`config.mk`:
```
export PLATFORM = sky130hd
export DESIGN_NAME = dma_steal_ctrl
export DESIGN_NICKNAME = d
export VERILOG_FILES = /design/src/rtl/dma_pkg.sv /design/src/rtl/dma_cfg_regs.sv /design/src/rtl/dma_addr_count.sv /design/src/rtl/dma_seq_fsm.sv /design/src/rtl/dma_steal_ctrl.sv
export SDC_FILE = /design/constraint.sdc
export NUM_CORES = 1
export LEC_CHECK = 0
export CORE_ASPECT_RATIO = 0.6
export CORE_MARGIN = 3
export CORE_UTILIZATION = 40
export DETAILED_ROUTE_END_ITERATION = 7
export DONT_BUFFER_PORTS = 1
export GPL_TIMING_DRIVEN = 0
export MAX_ROUTING_LAYER = met4
export PLACE_DENSITY_LB_ADDON = 0.2
export SETUP_SLACK_MARGIN = 0.15
export SLEW_MARGIN = 20
export SYNTH_ARGS = -nofsm -noshare
export SYNTH_HDL_FRONTEND = slang
export SYNTH_SLANG_ARGS = --single-unit
```
`constraint.sdc`:
```
create_clock -name clk -period 2.59 [get_ports clk]
set_input_delay 0.259 -clock clk [delete_from_list [all_inputs] [get_ports clk]]
set_output_delay 0.259 -clock clk [all_outputs]
set_load 0.01 [all_outputs]
```
`src/rtl/dma_pkg.sv`:
```
package dma_pkg;

    typedef enum logic [2:0] {
        ST_IDLE,
        ST_REQUEST,
        ST_TRANSFER,
        ST_RELEASE,
        ST_DONE
    } dma_state_e;

    localparam logic [1:0] SEL_BASE  = 2'd0;
    localparam logic [1:0] SEL_COUNT = 2'd1;
    localparam logic [1:0] SEL_CTRL  = 2'd2;

    localparam int CTRL_GO_BIT    = 0;
    localparam int CTRL_STEAL_BIT = 1;
    localparam int CTRL_CLR_BIT   = 2;

endpackage

```
`src/rtl/dma_cfg_regs.sv`:
```
module dma_cfg_regs #(
    parameter int ADDR_W = 16,
    parameter int CNT_W  = 12
) (
    input  logic              clk,
    input  logic              rst_n,
    input  logic              cfg_wr,
    input  logic [1:0]        cfg_sel,
    input  logic [ADDR_W-1:0] cfg_wdata,
    input  logic              busy,
    output logic [ADDR_W-1:0] shadow_base,
    output logic [CNT_W-1:0]  shadow_cnt,
    output logic              mode_steal,
    output logic              go,
    output logic              irq_clr
);
    import dma_pkg::*;

    logic wr_base, wr_cnt, wr_ctrl;

    always_comb begin
        wr_base = cfg_wr && (cfg_sel == SEL_BASE)  && !busy;
        wr_cnt  = cfg_wr && (cfg_sel == SEL_COUNT) && !busy;
        wr_ctrl = cfg_wr && (cfg_sel == SEL_CTRL);
        go      = wr_ctrl && !busy && cfg_wdata[CTRL_GO_BIT];
        irq_clr = wr_ctrl && cfg_wdata[CTRL_CLR_BIT];
    end

    always_ff @(posedge clk or negedge rst_n) begin
        if (!rst_n) begin
            shadow_base <= '0;
            shadow_cnt  <= '0;
            mode_steal  <= 1'b0;
        end else begin
            if (wr_base) shadow_base <= cfg_wdata;
            if (wr_cnt)  shadow_cnt  <= cfg_wdata[CNT_W-1:0];
            if (wr_ctrl && !busy) mode_steal <= cfg_wdata[CTRL_STEAL_BIT];
        end
    end

    // programmed values cannot move while a block is running
    a_r10_locked_while_busy: assert property (@(posedge clk) disable iff (!rst_n)
        busy |=> ($stable(shadow_base) && $stable(shadow_cnt) && $stable(mode_steal)));

endmodule

```
`src/rtl/dma_addr_count.sv`:
```
module dma_addr_count #(
    parameter int ADDR_W = 16,
    parameter int CNT_W  = 12
) (
    input  logic              clk,
    input  logic              rst_n,
    input  logic              load,
    input  logic              step,
    input  logic [ADDR_W-1:0] load_addr,
    input  logic [CNT_W-1:0]  load_cnt,
    output logic [ADDR_W-1:0] cur_addr,
    output logic              last_one,
    output logic              none_left
);
    localparam logic [ADDR_W-1:0] ADDR_INC = ADDR_W'(1);
    localparam logic [CNT_W-1:0]  CNT_DEC  = CNT_W'(1);

    logic [CNT_W-1:0] remain;

    always_ff @(posedge clk or negedge rst_n) begin
        if (!rst_n) begin
            cur_addr <= '0;
            remain   <= '0;
        end else if (load) begin
            cur_addr <= load_addr;
            remain   <= load_cnt;
        end else if (step) begin
            cur_addr <= cur_addr + ADDR_INC;
            remain   <= remain - CNT_DEC;
        end
    end

    always_comb begin
        last_one  = (remain == CNT_DEC);
        none_left = (remain == '0);
    end

    // a write is never issued against an exhausted count
    a_r4_no_underflow: assert property (@(posedge clk) disable iff (!rst_n)
        step |-> !none_left);

    // each write advances the address by exactly one
    a_r3_addr_advances: assert property (@(posedge clk) disable iff (!rst_n)
        (step && !load) |=> (cur_addr == $past(cur_addr) + ADDR_INC));

endmodule

```
`src/rtl/dma_seq_fsm.sv`:
```
module dma_seq_fsm (
    input  logic clk,
    input  logic rst_n,
    input  logic go,
    input  logic zero_len,
    input  logic mode_steal,
    input  logic last_one,
    input  logic none_left,
    input  logic dev_valid,
    input  logic bus_grant,
    output logic bus_req,
    output logic fire,
    output logic load,
    output logic done_pulse,
    output logic busy
);
    import dma_pkg::*;

    dma_state_e state, state_nx;

    always_ff @(posedge clk or negedge rst_n) begin
        if (!rst_n) state <= ST_IDLE;
        else        state <= state_nx;
    end

    always_comb begin
        state_nx   = state;
        bus_req    = 1'b0;
        fire       = 1'b0;
        load       = 1'b0;
        done_pulse = 1'b0;
        busy       = 1'b1;
        unique case (state)
            ST_IDLE: begin
                busy = 1'b0;
                if (go) begin
                    load     = 1'b1;
                    state_nx = zero_len ? ST_DONE : ST_REQUEST;
                end
            end
            ST_REQUEST: begin
                bus_req = dev_valid;
                if (dev_valid && bus_grant) state_nx = ST_TRANSFER;
            end
            ST_TRANSFER: begin
                bus_req = 1'b1;
                fire    = dev_valid && bus_grant;
                if (fire && (last_one || mode_steal)) state_nx = ST_RELEASE;
            end
            ST_RELEASE: begin
                if (!bus_grant) state_nx = none_left ? ST_DONE : ST_REQUEST;
            end
            ST_DONE: begin
                done_pulse = 1'b1;
                state_nx   = ST_IDLE;
            end
            default: state_nx = ST_IDLE;
        endcase
    end

    // memory is only written while the bus is granted
    a_r2_write_needs_grant: assert property (@(posedge clk) disable iff (!rst_n)
        fire |-> bus_grant);

    // burst policy keeps ownership until the final byte
    a_r5_burst_holds: assert property (@(posedge clk) disable iff (!rst_n)
        (state == ST_TRANSFER && !mode_steal && !(fire && last_one))
        |=> (state == ST_TRANSFER && bus_req));

    // cycle-steal policy gives the bus back after one byte
    a_r6_steal_single: assert property (@(posedge clk) disable iff (!rst_n)
        (fire && mode_steal) |=> !bus_req);

    // request drops right after the final byte
    a_r7_last_drops_req: assert property (@(posedge clk) disable iff (!rst_n)
        (fire && last_one) |=> !bus_req);

    // no new request while the grant is still up
    a_r7_release_waits: assert property (@(posedge clk) disable iff (!rst_n)
        (state == ST_RELEASE && bus_grant) |=> (state == ST_RELEASE && !bus_req));

    // zero count completes without touching the bus
    a_r9_zero_skips_bus: assert property (@(posedge clk) disable iff (!rst_n)
        (state == ST_IDLE && go && zero_len) |=> (state == ST_DONE && !bus_req));

endmodule

```
`src/rtl/dma_steal_ctrl.sv`:
```
module dma_steal_ctrl #(
    parameter int ADDR_W = 16,
    parameter int CNT_W  = 12,
    parameter int DATA_W = 8
) (
    input  logic              clk,
    input  logic              rst_n,
    input  logic              cfg_wr,
    input  logic [1:0]        cfg_sel,
    input  logic [ADDR_W-1:0] cfg_wdata,
    input  logic              dev_valid,
    input  logic [DATA_W-1:0] dev_data,
    output logic              dev_take,
    output logic              bus_req,
    input  logic              bus_grant,
    output logic [ADDR_W-1:0] mem_addr,
    output logic [DATA_W-1:0] mem_wdata,
    output logic              mem_we,
    output logic              done_irq,
    output logic              busy
);
    logic [ADDR_W-1:0] shadow_base;
    logic [CNT_W-1:0]  shadow_cnt;
    logic              mode_steal, go, irq_clr;
    logic              fire, load, done_pulse, last_one, none_left;

    dma_cfg_regs #(.ADDR_W(ADDR_W), .CNT_W(CNT_W)) cfg_u (
        .clk(clk), .rst_n(rst_n), .cfg_wr(cfg_wr), .cfg_sel(cfg_sel),
        .cfg_wdata(cfg_wdata), .busy(busy), .shadow_base(shadow_base),
        .shadow_cnt(shadow_cnt), .mode_steal(mode_steal), .go(go),
        .irq_clr(irq_clr)
    );

    dma_addr_count #(.ADDR_W(ADDR_W), .CNT_W(CNT_W)) cnt_u (
        .clk(clk), .rst_n(rst_n), .load(load), .step(fire),
        .load_addr(shadow_base), .load_cnt(shadow_cnt),
        .cur_addr(mem_addr), .last_one(last_one), .none_left(none_left)
    );

    dma_seq_fsm seq_u (
        .clk(clk), .rst_n(rst_n), .go(go), .zero_len(shadow_cnt == '0),
        .mode_steal(mode_steal), .last_one(last_one), .none_left(none_left),
        .dev_valid(dev_valid), .bus_grant(bus_grant), .bus_req(bus_req),
        .fire(fire), .load(load), .done_pulse(done_pulse), .busy(busy)
    );

    always_comb begin
        mem_we    = fire;
        dev_take  = fire;
        mem_wdata = dev_data;
    end

    always_ff @(posedge clk or negedge rst_n) begin
        if (!rst_n)          done_irq <= 1'b0;
        else if (done_pulse) done_irq <= 1'b1;
        else if (irq_clr)    done_irq <= 1'b0;
    end

    // the interrupt persists until a control write with the clear bit
    a_r8_irq_sticky: assert property (@(posedge clk) disable iff (!rst_n)
        (done_irq && !(cfg_wr && cfg_sel == dma_pkg::SEL_CTRL
                       && cfg_wdata[dma_pkg::CTRL_CLR_BIT])) |=> done_irq);

    // nothing is driven toward the bus while idle
    a_r1_idle_quiet: assert property (@(posedge clk) disable iff (!rst_n)
        !busy |-> (!bus_req && !mem_we));

endmodule

```
==> impl_metrics.csv <==
group,metric,value,unit
global_routing,grt_overflow,0,
routing,vias_per_cell,5.74,
placed_design,dp_hpwl,5.76,mm
routing,firstDrtPassIters,4,
sta,hold_viol,0,
clock_network,cts_sinks,61,
clock_network,cts_max_level,3,
global_routing,antenna_found_initial,0,
setup_path,critPathKind,"flop to flop",
synth,yosysTopAreaCell,"dfrtp_1",
finish,drive_above_1_share,0.221,
sta,fmax,422,MHz
synth,synth-seq-cells,61,
finish,layout.nets,336,
synth,avgSynthCellArea,10.7,um^2
setup_path,r2r_start,"seq_u.state[2]",
run_status,status,"finished, final reports clean",
synth,seq_area_frac_synth,0.496,
global_routing,grt_pass1_wl,12.9,mm
clock_network,ctsRootBufferMaster,"clkbuf_16",
synth,synth_top_area_frac,0.496,
sta,period_share,0.914,
placed_design,port_buffers,0,
sta,setup_viol_count_final,0,
floorplan,coreArea,0.00736,mm^2
sta,fin_skew,0.00672,ns
floorplan,die_w,119,um
clock_network,clk_pin_slew,0.05,ns
routing,wire_per_inst,19.4,um
routing,routed_wirelength,7.95,mm
sta,maxSlewHeadroom,0.481,
synth,syn-num-nets,323,
pwr,p_per_area,1140,mW/mm^2
clock_network,cts_buffer_depth,2,
routing,ant_nets,0,
clock_network,cts_tree,"built",
setup_path,crit_path_start_kind,"flop",
finish,diodes,0,
global_routing,first_global_vias,2242,
clock_network,clk_latency,0.33,ns
run,maxCapViolations,0,
finish,nFillCells,715,
floorplan,boundaryPins,60,
routing,drt_iter0_markers,237,
synth,synth_edf_count,0,
setup_path,crit_path_max_fanout,10,
sta,final.min_clock_period,2.37,ns
sta,slew_violations,0,
floorplan,start_util,0.418,
finish,area_delta_synth_final,14.9,%
clock_network,post-cts-setup-buffer-count,0,
placed_design,gp_congestion,0.822,
floorplan,fp.dieH,74.0,um
global_routing,grt_max_degree,62,
hold_path,hold_path_startpoint,"cfg_wdata[2]",
finish,final_cell_mix,"61 x dfrtp_1, 31 x mux2_2, 28 x nand2_1",
routing,drc,0,
sta,hold-worst-slack,0.0709,ns
sta,rsz0062_at_grt,"true",
setup_path,end_kind,"flop",
global_routing,grt_usage,0.204,
finish,fin_util,0.481,
routing,vias,2359,
synth,async_flop_share,1.00,
synth,synth_cells,289,
setup_path,arrival,2.64,ns
synth,yosys_warnings,0,
setup_path,cp.required,2.86,ns
setup_path,crit_start,"seq_u.state[2]",
sta,tightest_slew,0.772,ns
synth,synth_ff_type,"dfrtp_1",
clock_network,cts_buffers,9,
floorplan,rows,24,
synth,syn-cell-area,0.00308,mm^2
hold_path,min_path_type,"input port to flop",
finish,layout_commonest_cell,"dfrtp_1",
synth,ys_types,45,
pwr,irDropWorstVdd,0.000527,V
floorplan,die_area,0.00882,mm^2
pwr,leakage,1.46,nW
synth,synth.area.top_cells,"dfrtp_1 50%, mux2_2 11%, nand2_1 3.4%, buf_4 2.4%, nand3_1 2.4%",
==> report_power, final <==
group          internal (W)  switching, W  total, W
sequential          0.00140      0.000518   0.00192
combinational      0.000547      0.000531   0.00108
clock              0.000639      0.000415   0.00105
==> worst max-delay path: stages, from the launching register on <==
cell and delay, ns:
dfrtp_1 0.37, buf_6 0.14, or3b_1 0.33, buf_2 0.18, or4_1 0.53, buf_2 0.18
or4_1 0.47, nand3_1 0.09
==> timing repair <==
item	4_1_cts	5_1_grt
endpoints found under the hold margin	61	0
pin swaps	0	0
gates resized for setup	7	2
cloned	0	0
hold buffers	2	0
endpoints found under the setup margin	47	36
==> synth_stat cells (all sizes together), types with 3 or more instances <==
library cell	number
mux2	31
xor2	4
a22o	4
nor3	5
o311ai	6
and2	3
o211ai	9
inv	7
dfrtp	61
clkbuf	9
or3	4
xnor2	4
nand2	28
a21oi	3
a221o	5
nand4	6
a22oi	3
ha	3
nand3	15
and3	5
nor2	11
nor4	10
nor3b	3
o21ai	15
buf	13
==> logic make-up after synthesis <==
| logic type | after synthesis | share of synthesized area |
|---|---|---|
| AO/OA/AOI/OAI | 53 | 0.124 |
| XOR/XNOR | 8 | 0.0228 |
| adder cells (fa/ha/maj) | 3 | 0.0122 |
| buffers and inverters | 29 | 0.0508 |
| flip-flops | 61 | 0.496 |
| multiplexers | 33 | 0.120 |
| AND/OR/NAND/NOR | 102 | 0.174 |
==> final timing paths <==
kind | to | slack [ns] | depth (start not counted)
max reg2reg | cnt_u.cur_addr[15] | 0.22 | 7
min reg2reg | cnt_u.cur_addr[3] | 0.48 | 2
min | cfg_u.shadow_base[2] | 0.07 | 1
max | cnt_u.cur_addr[15] | 0.22 | 7
min in group asynchronous | cfg_u.shadow_cnt[11] | 0.47 | 2
max in group asynchronous | cfg_u.shadow_base[5] | 1.87 | 2
==> metrics by stage <==
stage	setup TNS [ns]	power (W)	cell area, um^2	worst slack [ns]	std cells
after floorplan	0	0.00260	3080	0.390	289
after global placement	-0.441	0.00290	3210	-0.0554	393
after detailed placement	-1.32	0.00294	3210	-0.117	393
after CTS	0	0.00406	3530	0.182	411
after global routing	0	0.00432	3540	0.0956	411
final	0	0.00405	3540	0.221	411
==> layer usage <==
| layer | wire [um] | up-vias | global-route usage |
|---|---|---|---|
| li1 | - | 1101 | - |
| met1 | 3950 | 1178 | 0.286 |
| met2 | 3260 | 69 | 0.266 |
| met3 | 618 | 11 | 0.0843 |
| met4 | 131 | 0 | 0.0616 |
| met5 | 0 | - | - |
==> area by class of cell <==
type                    instances  area [um^2]  share of cell area
inverters                       7         26.3             0.00743
repair buffers                  2         37.5              0.0106
plain buffers                  22          136              0.0386
clock buffers                  11          233              0.0658
well taps                     104          130              0.0368
flip-flops and latches         61         1530               0.432
clock inverters                 5         27.5             0.00778
multi-input cells             199         1420               0.401
==> registers in the layout, summed over array words and instances, names as in the netlist <==
signal	flops
cfg_u.mode_steal	1
cfg_u.shadow_base	16
cfg_u.shadow_cnt	12
cnt_u.cur_addr	16
cnt_u.remain	12
done_irq	1
seq_u.state	3
(Power assumes the default switching activity.)
